`src/rtl/dma_reg_pkg.sv`:
```
package dma_reg_pkg;
  localparam int NCH    = 4;
  localparam int CH_W   = $clog2(NCH);
  localparam int BYTE_W = 8;
  localparam int WORD_W = 2 * BYTE_W;
  localparam int MODE_W = BYTE_W - CH_W;
  localparam int ADDR_W = 4;

  localparam logic [2:0] SUB_STATCMD = 3'd0;
  localparam logic [2:0] SUB_REQ     = 3'd1;
  localparam logic [2:0] SUB_MASK1   = 3'd2;
  localparam logic [2:0] SUB_MODE    = 3'd3;
  localparam logic [2:0] SUB_CLRPTR  = 3'd4;
  localparam logic [2:0] SUB_TEMP    = 3'd5;
  localparam logic [2:0] SUB_MASKALL = 3'd7;

  typedef enum logic [2:0] {
    RD_NONE, RD_ADDR, RD_CNT, RD_STATUS, RD_MODE, RD_TEMP
  } rdKind_e;

  typedef struct packed {
    logic            wrWord;
    logic            wrIsCnt;
    logic [CH_W-1:0] chan;
    logic            hiByte;
    logic            wrCmd;
    logic            wrReq;
    logic            wrMask1;
    logic            wrMaskAll;
    logic            wrMode;
    logic            clrTc;
    rdKind_e         rdKind;
    logic [CH_W-1:0] rdChan;
  } ctlStrobes_t;
endpackage

```
`src/rtl/dma_reg_ctrl.sv`:
```
module dma_reg_ctrl
  import dma_reg_pkg::*;
(
  input  logic                 clk,
  input  logic                 rst,
  input  logic                 csN,
  input  logic                 rdN,
  input  logic                 wrN,
  input  logic [ADDR_W-1:0]    addr,
  output ctlStrobes_t          stb,
  output logic                 dataOe
);
  logic wrAct, rdAct, wrActQ, rdActQ, wrStart, rdEnd;
  logic bytePtr;
  logic [CH_W-1:0] modeCnt;
  rdKind_e curKind, heldKind;
  logic isWord;
  logic [2:0] sub;

  assign wrAct   = !csN && !wrN;
  assign rdAct   = !csN && !rdN && wrN;
  assign wrStart = wrAct && !wrActQ;
  assign rdEnd   = rdActQ && !rdAct;
  assign isWord  = !addr[ADDR_W-1];
  assign sub     = addr[2:0];
  assign dataOe  = rdAct;

  always_comb begin
    curKind = RD_NONE;
    if (isWord) curKind = addr[0] ? RD_CNT : RD_ADDR;
    else begin
      case (sub)
        SUB_STATCMD: curKind = RD_STATUS;
        SUB_MODE:    curKind = RD_MODE;
        SUB_TEMP:    curKind = RD_TEMP;
        default:     curKind = RD_NONE;
      endcase
    end
  end

  always_comb begin
    stb           = '0;
    stb.chan      = addr[CH_W:1];
    stb.hiByte    = bytePtr;
    stb.wrIsCnt   = addr[0];
    stb.wrWord    = wrStart && isWord;
    stb.wrCmd     = wrStart && !isWord && (sub == SUB_STATCMD);
    stb.wrReq     = wrStart && !isWord && (sub == SUB_REQ);
    stb.wrMask1   = wrStart && !isWord && (sub == SUB_MASK1);
    stb.wrMaskAll = wrStart && !isWord && (sub == SUB_MASKALL);
    stb.wrMode    = wrStart && !isWord && (sub == SUB_MODE);
    stb.clrTc     = rdEnd && (heldKind == RD_STATUS);
    stb.rdKind    = rdAct ? curKind : RD_NONE;
    stb.rdChan    = (curKind == RD_MODE) ? modeCnt : addr[CH_W:1];
  end

  always_ff @(posedge clk) begin
    if (rst) begin
      wrActQ   <= 1'b0;
      rdActQ   <= 1'b0;
      bytePtr  <= 1'b0;
      modeCnt  <= '0;
      heldKind <= RD_NONE;
    end else begin
      wrActQ <= wrAct;
      rdActQ <= rdAct;
      if (rdAct) heldKind <= curKind;
      if (wrStart && !isWord && (sub == SUB_CLRPTR))
        bytePtr <= 1'b0;
      else if (stb.wrWord || (rdEnd && (heldKind == RD_ADDR || heldKind == RD_CNT)))
        bytePtr <= !bytePtr;
      if (rdEnd && heldKind == RD_MODE)
        modeCnt <= modeCnt + 1'b1;
    end
  end
endmodule

```
`src/rtl/dma_reg_dpath.sv`:
```
module dma_reg_dpath
  import dma_reg_pkg::*;
(
  input  logic                     clk,
  input  logic                     rst,
  input  ctlStrobes_t              stb,
  input  logic [BYTE_W-1:0]        dataIn,
  input  logic [NCH-1:0]           tcIn,
  input  logic [NCH-1:0]           reqIn,
  input  logic [NCH-1:0]           engUpd,
  input  logic [WORD_W-1:0]        engAddr,
  input  logic [WORD_W-1:0]        engCnt,
  input  logic                     tempLd,
  input  logic [BYTE_W-1:0]        tempIn,
  output logic [BYTE_W-1:0]        rdData,
  output logic [BYTE_W-1:0]        cmdOut,
  output logic [NCH-1:0]           maskOut,
  output logic [NCH-1:0]           reqOut,
  output logic [NCH*MODE_W-1:0]    modeOut,
  output logic [NCH*WORD_W-1:0]    baseAddrOut,
  output logic [NCH*WORD_W-1:0]    baseCntOut,
  output logic [NCH*WORD_W-1:0]    curAddrOut,
  output logic [NCH*WORD_W-1:0]    curCntOut
);
  logic [NCH-1:0][WORD_W-1:0] baseAddr, baseCnt, curAddr, curCnt;
  logic [NCH-1:0][MODE_W-1:0] modeReg;
  logic [NCH-1:0] maskReg, reqReg, tcFlags;
  logic [BYTE_W-1:0] cmdReg, tempReg;
  logic [CH_W-1:0] selCh;

  assign selCh = dataIn[CH_W-1:0];

  function automatic logic [WORD_W-1:0] putByte(input logic [WORD_W-1:0] old,
                                                input logic hi,
                                                input logic [BYTE_W-1:0] b);
    return hi ? {b, old[BYTE_W-1:0]} : {old[WORD_W-1:BYTE_W], b};
  endfunction

  function automatic logic [BYTE_W-1:0] getByte(input logic [WORD_W-1:0] w,
                                                input logic hi);
    return hi ? w[WORD_W-1:BYTE_W] : w[BYTE_W-1:0];
  endfunction

  always_ff @(posedge clk) begin
    if (rst) begin
      baseAddr <= '0;
      baseCnt  <= '0;
      curAddr  <= '0;
      curCnt   <= '0;
    end else begin
      for (int c = 0; c < NCH; c++) begin
        if (engUpd[c]) begin
          curAddr[c] <= engAddr;
          curCnt[c]  <= engCnt;
        end
        if (stb.wrWord && stb.chan == CH_W'(c)) begin
          if (stb.wrIsCnt) begin
            baseCnt[c] <= putByte(baseCnt[c], stb.hiByte, dataIn);
            curCnt[c]  <= putByte(engUpd[c] ? engCnt : curCnt[c], stb.hiByte, dataIn);
          end else begin
            baseAddr[c] <= putByte(baseAddr[c], stb.hiByte, dataIn);
            curAddr[c]  <= putByte(engUpd[c] ? engAddr : curAddr[c], stb.hiByte, dataIn);
          end
        end
      end
    end
  end

  always_ff @(posedge clk) begin
    if (rst) begin
      cmdReg  <= '0;
      tempReg <= '0;
      tcFlags <= '0;
      reqReg  <= '0;
      maskReg <= '1;
      modeReg <= '0;
    end else begin
      if (stb.wrCmd) cmdReg <= dataIn;
      if (tempLd) tempReg <= tempIn;
      tcFlags <= (stb.clrTc ? '0 : tcFlags) | tcIn;
      if (stb.wrReq) reqReg[selCh] <= dataIn[2];
      if (stb.wrMask1) maskReg[selCh] <= dataIn[2];
      else if (stb.wrMaskAll) maskReg <= dataIn[NCH-1:0];
      if (stb.wrMode) modeReg[selCh] <= dataIn[BYTE_W-1:CH_W];
    end
  end

  always_comb begin
    case (stb.rdKind)
      RD_ADDR:   rdData = getByte(curAddr[stb.rdChan], stb.hiByte);
      RD_CNT:    rdData = getByte(curCnt[stb.rdChan], stb.hiByte);
      RD_STATUS: rdData = {reqIn, tcFlags};
      RD_MODE:   rdData = {modeReg[stb.rdChan], stb.rdChan};
      RD_TEMP:   rdData = tempReg;
      default:   rdData = '0;
    endcase
  end

  assign cmdOut  = cmdReg;
  assign maskOut = maskReg;
  assign reqOut  = reqReg;

  for (genvar c = 0; c < NCH; c++) begin : g_flat
    assign modeOut[c*MODE_W +: MODE_W]     = modeReg[c];
    assign baseAddrOut[c*WORD_W +: WORD_W] = baseAddr[c];
    assign baseCntOut[c*WORD_W +: WORD_W]  = baseCnt[c];
    assign curAddrOut[c*WORD_W +: WORD_W]  = curAddr[c];
    assign curCntOut[c*WORD_W +: WORD_W]   = curCnt[c];
  end
endmodule

```
`src/rtl/dma_reg_port.sv`:
```
module dma_reg_port
  import dma_reg_pkg::*;
(
  input  logic                  clk,
  input  logic                  rst,
  input  logic                  csN,
  input  logic                  rdN,
  input  logic                  wrN,
  input  logic [ADDR_W-1:0]     addr,
  input  logic [BYTE_W-1:0]     dataIn,
  output logic [BYTE_W-1:0]     dataOut,
  output logic                  dataOe,
  input  logic [NCH-1:0]        tcIn,
  input  logic [NCH-1:0]        reqIn,
  input  logic [NCH-1:0]        engUpd,
  input  logic [WORD_W-1:0]     engAddr,
  input  logic [WORD_W-1:0]     engCnt,
  input  logic                  tempLd,
  input  logic [BYTE_W-1:0]     tempIn,
  output logic [BYTE_W-1:0]     cmdOut,
  output logic [NCH-1:0]        maskOut,
  output logic [NCH-1:0]        reqOut,
  output logic [NCH*MODE_W-1:0] modeOut,
  output logic [NCH*WORD_W-1:0] baseAddrOut,
  output logic [NCH*WORD_W-1:0] baseCntOut,
  output logic [NCH*WORD_W-1:0] curAddrOut,
  output logic [NCH*WORD_W-1:0] curCntOut
);
  ctlStrobes_t stb;
  logic [BYTE_W-1:0] rdData;
  logic oeInt;

  dma_reg_ctrl u_ctrl (
    .clk(clk), .rst(rst), .csN(csN), .rdN(rdN), .wrN(wrN),
    .addr(addr), .stb(stb), .dataOe(oeInt)
  );

  dma_reg_dpath u_dpath (
    .clk(clk), .rst(rst), .stb(stb), .dataIn(dataIn),
    .tcIn(tcIn), .reqIn(reqIn), .engUpd(engUpd),
    .engAddr(engAddr), .engCnt(engCnt),
    .tempLd(tempLd), .tempIn(tempIn), .rdData(rdData),
    .cmdOut(cmdOut), .maskOut(maskOut), .reqOut(reqOut),
    .modeOut(modeOut), .baseAddrOut(baseAddrOut), .baseCntOut(baseCntOut),
    .curAddrOut(curAddrOut), .curCntOut(curCntOut)
  );

  assign dataOe  = oeInt;
  assign dataOut = oeInt ? rdData : '0;
endmodule

```
`config.mk`:
```
export PLATFORM = sky130hd
export DESIGN_NAME = dma_reg_port
export DESIGN_NICKNAME = d
export VERILOG_FILES = /design/src/rtl/dma_reg_pkg.sv /design/src/rtl/dma_reg_ctrl.sv /design/src/rtl/dma_reg_dpath.sv /design/src/rtl/dma_reg_port.sv
export SDC_FILE = /design/constraint.sdc
export NUM_CORES = 1
export LEC_CHECK = 0
export BUFFER_PORTS_ARGS = -buffer_cell sky130_fd_sc_hd__buf_2
export CAP_MARGIN = 30
export CELL_PAD_IN_SITES_DETAIL_PLACEMENT = 1
export CELL_PAD_IN_SITES_GLOBAL_PLACEMENT = 1
export CORE_ASPECT_RATIO = 1.75
export CORE_MARGIN = 2
export CORE_UTILIZATION = 42
export CTS_CLUSTER_SIZE = 25
export DETAILED_ROUTE_END_ITERATION = 6
export GPL_ROUTABILITY_DRIVEN = 1
export PLACE_DENSITY_LB_ADDON = 0.1
export SLEW_MARGIN = 25
export SYNTH_ARGS = -nofsm -noshare
export SYNTH_HDL_FRONTEND = slang
export SYNTH_HIERARCHICAL = 1
export SYNTH_SLANG_ARGS = --single-unit
```
`constraint.sdc`:
```
create_clock -name clk -period 4.5 [get_ports clk]
set_input_delay 0.225 -clock clk [delete_from_list [all_inputs] [get_ports clk]]
set_output_delay 0.225 -clock clk [all_outputs]
set_load 0.1 [all_outputs]
```
* Word level (Yosys, flattened, before mapping) *
Cells that the tools add are included.

word-level totals
  register bits after elaboration = 316

operators by class
  $add $sub $neg = 1
  $lt $le $gt $ge = 3
  equal/unequal tests = 19
  mux-type cells = 57
  bitwise operators = 3
  reduce and logical (&&, ||, !) cells = 50

operators by type and width
  cell                                                                          count
  16-bit two-way mux                                                            34
  16-bit binary-select mux with 2-bit select                                    2
  3-bit AND reduction                                                           16
  8-bit case mux with 5 select lines                                            1
  24-bit bitwise mux                                                            1
  8-bit two-way mux                                                             3
  3-bit == test, second input constant                                          7
  1-bit logical AND                                                             21
  3-bit by 2-bit == test with 1-bit output, second input constant               6
  6-bit binary-select mux with 2-bit select                                     1
  6-bit demux with 2-bit select                                                 1
  4-bit two-way mux                                                             3
  6-bit two-way mux                                                             2
  3-bit by 1-bit == test with 1-bit output, second input constant               3
  3-bit case mux with 3 select lines                                            1
  4-bit bitwise mux                                                             2
  1-bit logical NOT                                                             7
  2-bit by 3-bit less-than comparator with 1-bit output, second input constant  2
  3-bit two-way mux                                                             2
  2-bit == test, second input constant                                          2
  2-bit two-way mux                                                             2
  4-bit OR                                                                      1
  3-bit logical NOT                                                             1
  2-bit by 1-bit adder with 2-bit output, second input constant                 1
  9 further kinds                                                               11

* Depth between registers and ports, before layout *
Gate-level depths: netlist of run 1.

  depth in word-level cells = 10
  gate-level depth with buffers = 11

* Modules after synthesis *
Netlist of run 1, hierarchy kept.

modules (own cells, without submodules)
  module         times used  cells an instance  area each (um^2)
  dma_reg_dpath  1           1480               13213.9
  dma_reg_ctrl   1           72                 561.8
  dma_reg_port   1           8                  50.0

* Least setup slack after synthesis of run 1 *
Ideal clock, no wire load.

  path type = input port to output port
  start point = input port rdN
  end point = output port dataOut[2]
  arrival = 2.732 ns
  required time = 4.275 ns
  path slack = 1.543 ns
  stages = 10
  cells stage by stage = or3b_1 buf_6 nor3_2 nor2b_1 clkbuf_1 nor2b_1 buf_1 a22oi_1 nand3_1 and2_1

RTL lines
  item                RTL line            RTL
  start: declaration  dma_reg_port.sv:7   input logic rdN,
  end: declaration    dma_reg_port.sv:11  output logic [BYTE_W-1:0] dataOut,

==> results_dict.tcl, run 1 <==
set metrics [dict create \
    fin_setup_tns_ns 0 \
    synth_fa_ha_area_share_pct 0 \
    fin_area_um2 16900 \
    top_layer "met4" \
    slew_viol_final 0 \
    clock_latency_ns 0.59 \
    worstPathArrival_ns 3.84 \
    slew_headroom_pct 30.9 \
    vias 13171 \
    status "complete, no violations" \
    synthCells 1560 \
    grt_pass1_wl_um 85400 \
    boundaryPins 375 \
    pre_cts_ws_ns 1.05 \
    synth.largest_area_cell "dfxtp_1" \
    p_per_area_nw_per_um2 400 \
    final_util_pct 52.2 \
    die_h_um 244 \
    cts_root_buf "clkbuf_16" \
    wl_met3_um 3530 \
    wl_met2_um 29900 \
    synthXorXnorAreaFrac_pct 0.127 \
    antenna_found_initial 2 \
    cp_num_buf_inv 3 \
    synth_top_area_share_pct 45.8 \
    fin_nets 1935 \
    final_common_cell "nand2_1" \
    synthSimpleGateAreaFrac_pct 17.5 \
    start_kind "input pin" \
    fmax_mhz 246 \
    cts_buffers 30 \
    cp_max_fo 9 \
    ys_seq_elements 316 \
    cellLeakagePower_nw 7.41 \
    grt_pass1_vias 13378 \
    ys_warn_count 6 \
    synth_top_family_by_area "multiplexers" \
    synth-edff-count 0 \
    wl_per_cell_um 25.7 \
    die_x_um 141 \
    wl_met1_um 21600 \
    core_area_um2 32300 \
    drive_above_1_share_pct 32.6 \
    syn_area_per_cell_um2 8.86 \
    crit_slowest_cell "nor2b_1" \
    path_clk_slew_ns 0.07 \
    ys.flop_type "dfxtp_1" \
    area_delta_synth_final_pct 22.1 \
    dr.pass1.iters 5 \
    cts.sink_count 316 \
    async_reset_ff_share_pct 0 \
    viasPerCell 5.75 \
    cp.required_ns 4.28 \
    finClkSkew_ns 0.0260 \
    syn_area_um2 13800 \
    ir_drop_mv 0.278 \
    synth.distinct_cells 53 \
    die-area_um2 34400 \
    cts.htree.levels 1 \
    routabilityCongestion 0.930 \
    setup_viol 0 \
    grt_overflow 0 \
    std_cell_rows 87 \
    finalHoldViolCount 0 \
    routed_wl_um 58900 \
    crit_path_max_incr_delay_ns 0.56 \
    path_cells "dlygate4sd3_1, buf_2, or3b_1, nor3_2, nor2b_1, nor2b_1, a22oi_1, nand3_1, and2_1, buf_2" \
    ant_nets 0 \
    whs_ns 0.0150 \
    gr-usage-all-layers_pct 33.0 \
    start_util_pct 42.8 \
    dp_hpwl_um 42800 \
    syn-num-nets 1630 \
    placed_cell_area_um2 15700 \
    cts_tree "yes" \
    path_class "input pin to output pin" \
    drtIter0Drc 706 \
    synth_compound_area_share_pct 12.3 \
    maxCapViolations 0 \
    critical-path-top-delay-family "simple AND/OR/NAND/NOR gates" \
    synthMuxAreaShare_pct 20.1 \
    ys_top_cells_by_area "dfxtp_1 46%, nand2_1 12%, mux2_2 12%" \
    portBuffers 374 \
    ys_seq_area_share_pct 45.8 \
    hold_path.class "input pin to flop" \
    setup_slack_ns 0.437 \
    period_share_pct 90.3 \
    rsz0062_at_grt "no" \
    final_cell_mix "444 x nand2_1, 373 x buf_2, 315 x dfxtp_1, 281 x a21oi_1, 142 x mux2_2" \
    grt_max_degree 170 \
    cts_buffer_depth 3 \
    finalCriticalPeriod_ns 4.06 \
    drc 0 \
    max_slew.worst_pin.slew_ns 1.04 \
    endpoint_kind "output pin" \
]
[area by class of cell]
type	instances	area (µm²)
Clock inverter	14	113
Fill cell	3901	15400
Sequential cell	316	6330
Multi-Input combinational cell	1114	6940
Clock buffer	41	852
Timing Repair Buffer	395	2120
Inverter	8	32.5
Antenna cell	2	5.00
Tap cell	400	500
[stage by stage]
| step | instances | total power, W |
|---|---|---|
| final | 2290 | 0.00675 |
| after global routing | 2290 | 0.00694 |
| after CTS | 2287 | 0.00678 |
| after detailed placement | 2218 | 0.00425 |
| after global placement | 2218 | 0.00424 |
| after floorplan | 1560 | 0.00395 |
[report_power, final]
part,switching [W],internal [W]
clock network,0.00116,0.00138
registers,0.000128,0.00288
logic,0.000901,0.000298
total,0.00219,0.00456
[Yosys cell counts (all sizes together), types with 2 or more instances]
cell type,n
a21oi,281
nor2,55
nand2b,2
nor2b,12
o22ai,2
or3b,2
mux4,36
nor3,11
o2111ai,2
a211oi,2
mux2i,33
nand2,444
a31oi,4
inv,8
nand3b,2
a311oi,2
and3b,2
a22o,8
a22oi,8
buf,35
nor3b,4
and2,10
a41oi,2
o21ai,2
dfxtp,316
nand3,32
clkbuf,87
mux2,143
[logic make-up (layout without fill, tap and decap cells)]
family                 count (synthesis)  count (layout)
AO/OA/AOI/OAI                        318             318
other                                  0               2
multiplexers                         212             212
AND/OR/NAND/NOR                      582             582
XOR/XNOR                               2               2
buffers and inverters                130             458
flip-flops                           316             316
[flip-flops by register name, indices dropped and copies added, names as in the netlist]
name and cells:
u_dpath/curAddrOut 64, u_ctrl/modeCnt 2, u_dpath/reqOut 4, u_dpath/maskOut 4
u_dpath/curCntOut 64, u_ctrl/bytePtr 1, u_dpath/modeOut 24, u_ctrl/heldKind 3
u_ctrl/wrActQ 1, u_dpath/baseCntOut 64, u_dpath/tcFlags 4, u_dpath/tempReg 8
u_ctrl/rdActQ 1, u_dpath/cmdOut 8, u_dpath/baseAddrOut 64
[per-layer routing]
| layer | GRT usage, % | up-vias |
|---|---|---|
| met5 | 0 | - |
| met4 | 19.6 | 0 |
| met3 | 5.15 | 128 |
| met2 | 58.2 | 543 |
| met1 | 37.0 | 6524 |
| li1 | - | 5976 |
[worst paths after layout]
check	to	depth (start not counted)	from	slack [ns]
worst min register to register	u_dpath/baseAddrOut[4]	2	u_dpath/baseAddrOut[4]	0.45
worst max-delay path	dataOut[2]	10	wrN	0.44
worst min-delay path	u_dpath/curCntOut[48]	2	rst	0.02
worst max register to register	u_dpath/maskOut[2]	7	u_ctrl/wrActQ	1.56
[worst register-to-register path, cell delays in order (launching register included)]
cell and delay [ns]:
dfxtp_1 0.32, nor3_1 0.63, nand2_1 0.21, nor3_1 0.77
nor2b_1 0.31, a21oi_1 0.26, nor2b_1 0.07, a211o_1 0.27
[repair_timing]
| action | 4_1_cts | 5_1_grt |
|---|---|---|
| hold endpoints to repair | 13 | 0 |
| setup endpoints to repair | 0 | 0 |
| hold buffers | 14 | 0 |
| buffers inserted | 0 | 0 |
| gates resized for setup | 0 | 0 |
Note: power is estimated with default switching activity, not from simulation.
==> run 2, diff against run 1 <==
- CORE_ASPECT_RATIO: 1.75 -> 0.5
==> run 2 against run 1 <==
Sequential power about the same. Register-to-register slack better by 0.12 ns. Flip-flop and latch count unchanged. Critical path depth unchanged. Largest power group unchanged. Non-clock buffer count up 4. Design area up 0.75%. Cell count up 1.6%. Die area about the same. First-iteration DRC count up 63%.
==> results_dict.tcl, run 2 (synthesized netlist as in run 1, its figures left out) <==
set metrics [dict create \
    status "complete, no violations" \
    period_share_pct 90.3 \
    start_kind "input pin" \
    die_x_um 261 \
    fillCellCount 3839 \
    grt_pass1_vias 13406 \
    fin_setup_tns_ns 0 \
    routed_wl_um 58300 \
    cp_max_fo 9 \
    p_sw_share_pct 31.8 \
    slew_headroom_pct 32.2 \
    final_util_pct 53.1 \
    cp.required_ns 4.28 \
    crit_path_max_incr_delay_ns 0.57 \
    drive_above_1_share_pct 32.8 \
    final_cell_mix "444 x nand2_1, 375 x buf_2, 315 x dfxtp_1, 281 x a21oi_1, 142 x mux2_2" \
    rsz0062_at_grt "no" \
    fin_nets 1939 \
    cts_buffer_depth 3 \
    cts_tree "yes" \
    p_seq_share_pct 43.5 \
    critical-path-top-delay-family "simple AND/OR/NAND/NOR gates" \
    max_slew.worst_pin.slew_ns 1.02 \
    cts_root_buf "clkbuf_16" \
    drtIter0Drc 1150 \
    path_class "input pin to output pin" \
    fmax_mhz 246 \
    p_per_area_nw_per_um2 404 \
    cts_resized 0 \
    regArea_um2 6330 \
    area_delta_synth_final_pct 23.0 \
    grt_max_degree 129 \
    die_h_um 132 \
    maxCapViolations 0 \
    viasPerCell 5.70 \
    routabilityCongestion 0.906 \
    cellLeakagePower_nw 7.45 \
    drc 0 \
    clockPowerShare_pct 38.9 \
    min_from "tempLd" \
    hold_path.class "input pin to flop" \
    portBuffers 374 \
    crit_slowest_cell "nor2b_1" \
    dp_hpwl_um 41500 \
    cp_num_buf_inv 3 \
    final_common_cell "nand2_1" \
    slew_viol_final 0 \
    ir_drop_mv 0.255 \
    setup_viol 0 \
    finalHoldViolCount 0 \
    boundaryPins 375 \
    dp.cells 2252 \
    grt_pass1_wl_um 84800 \
    ant_nets 0 \
    startpoint "csN" \
    cts.sink_count 316 \
    cts.htree.levels 1 \
    endpoint_kind "output pin" \
    wl_per_cell_um 25.1 \
    antenna_found_initial 2 \
    finClkSkew_ns 0.0132 \
    post-cts-setup-buffer-count 0 \
    grt_overflow 0 \
    start_util_pct 43.1 \
    path_cells "dlygate4sd3_1, buf_2, or3b_1, nor3_2, nor2b_1, nor2b_1, a22oi_1, nand3_1, and2_1, buf_2" \
    core_area_um2 32100 \
    comb_power_share_pct 17.6 \
    final_cells 2326 \
    path_clk_slew_ns 0.06 \
    gr-usage-all-layers_pct 32.5 \
    cts_buffers 30 \
    finalCriticalPeriod_ns 4.06 \
    multi_input_area_um2 6940 \
    r2r-start "u_ctrl/wrActQ" \
    p_int_w 0.00469 \
    std_cell_rows 46 \
    power_switching_w 0.00219 \
    die-area_um2 34500 \
    post_cts_hold_buffer_count 14 \
    dr.pass1.iters 5 \
    vias 13262 \
    worstPathArrival_ns 3.84 \
    clock_latency_ns 0.58 \
]
run 2: per-stage QoR:
stage / total power [W] / setup slack (ns) / hold slack, ns / area [µm²]
after floorplan: 0.00395 / 1.54 / 0.302 / 13800
after global placement: 0.00421 / 1.08 / 0.437 / 15800
after detailed placement: 0.00423 / 0.939 / 0.444 / 15800
after CTS: 0.00689 / 0.477 / 0.0666 / 16900
after global routing: 0.00707 / 0.200 / 0.0833 / 17000
final: 0.00687 / 0.439 / 0.0754 / 17000
run 2: final cells by class:
type	count	area share, %
diodes	2	0.0294
well taps	432	3.18
clock inverters	11	0.669
clock buffers	44	5.32
inverters	8	0.191
repair buffers	399	12.7
flip-flops and latches	316	37.2
multi-input cells	1114	40.8
run 2: routing by layer:
metal | wire, µm | track usage, % | share of wire, % | up-vias
li1 | - | - | - | 5984
met1 | 24500 | 43.0 | 42 | 6662
met2 | 28200 | 55.0 | 48 | 513
met3 | 4000 | 5.31 | 6.9 | 103
met4 | 1590 | 9.08 | 2.7 | 0
met5 | 0 | 0 | 0 | -
run 2: power groups by stage:
stage | Combinational, W | Clock (W) | Sequential (W)
after floorplan | 0.000409 | 0 | 0.00354
after global routing | 0.00125 | 0.00283 | 0.00299
after global placement | 0.00116 | 0 | 0.00305
final | 0.00121 | 0.00267 | 0.00299
after CTS | 0.00120 | 0.00270 | 0.00299
after detailed placement | 0.00118 | 0 | 0.00305
run 2: path summary, 6_finish.rpt:
kind                        endpoint  slack (ns)  cells past startpoint
max                       dataOut[7]        0.44                     10
min reg2reg  u_dpath/baseAddrOut[18]        0.45                      2
min               u_dpath/tempReg[4]        0.08                      3
max reg2reg  u_dpath/baseAddrOut[47]        1.68                      6
run 2: worst min-delay path, stage by stage:
cell and delay (ns):
buf_2 0.18, mux2i_1 0.14, nor2_1 0.07
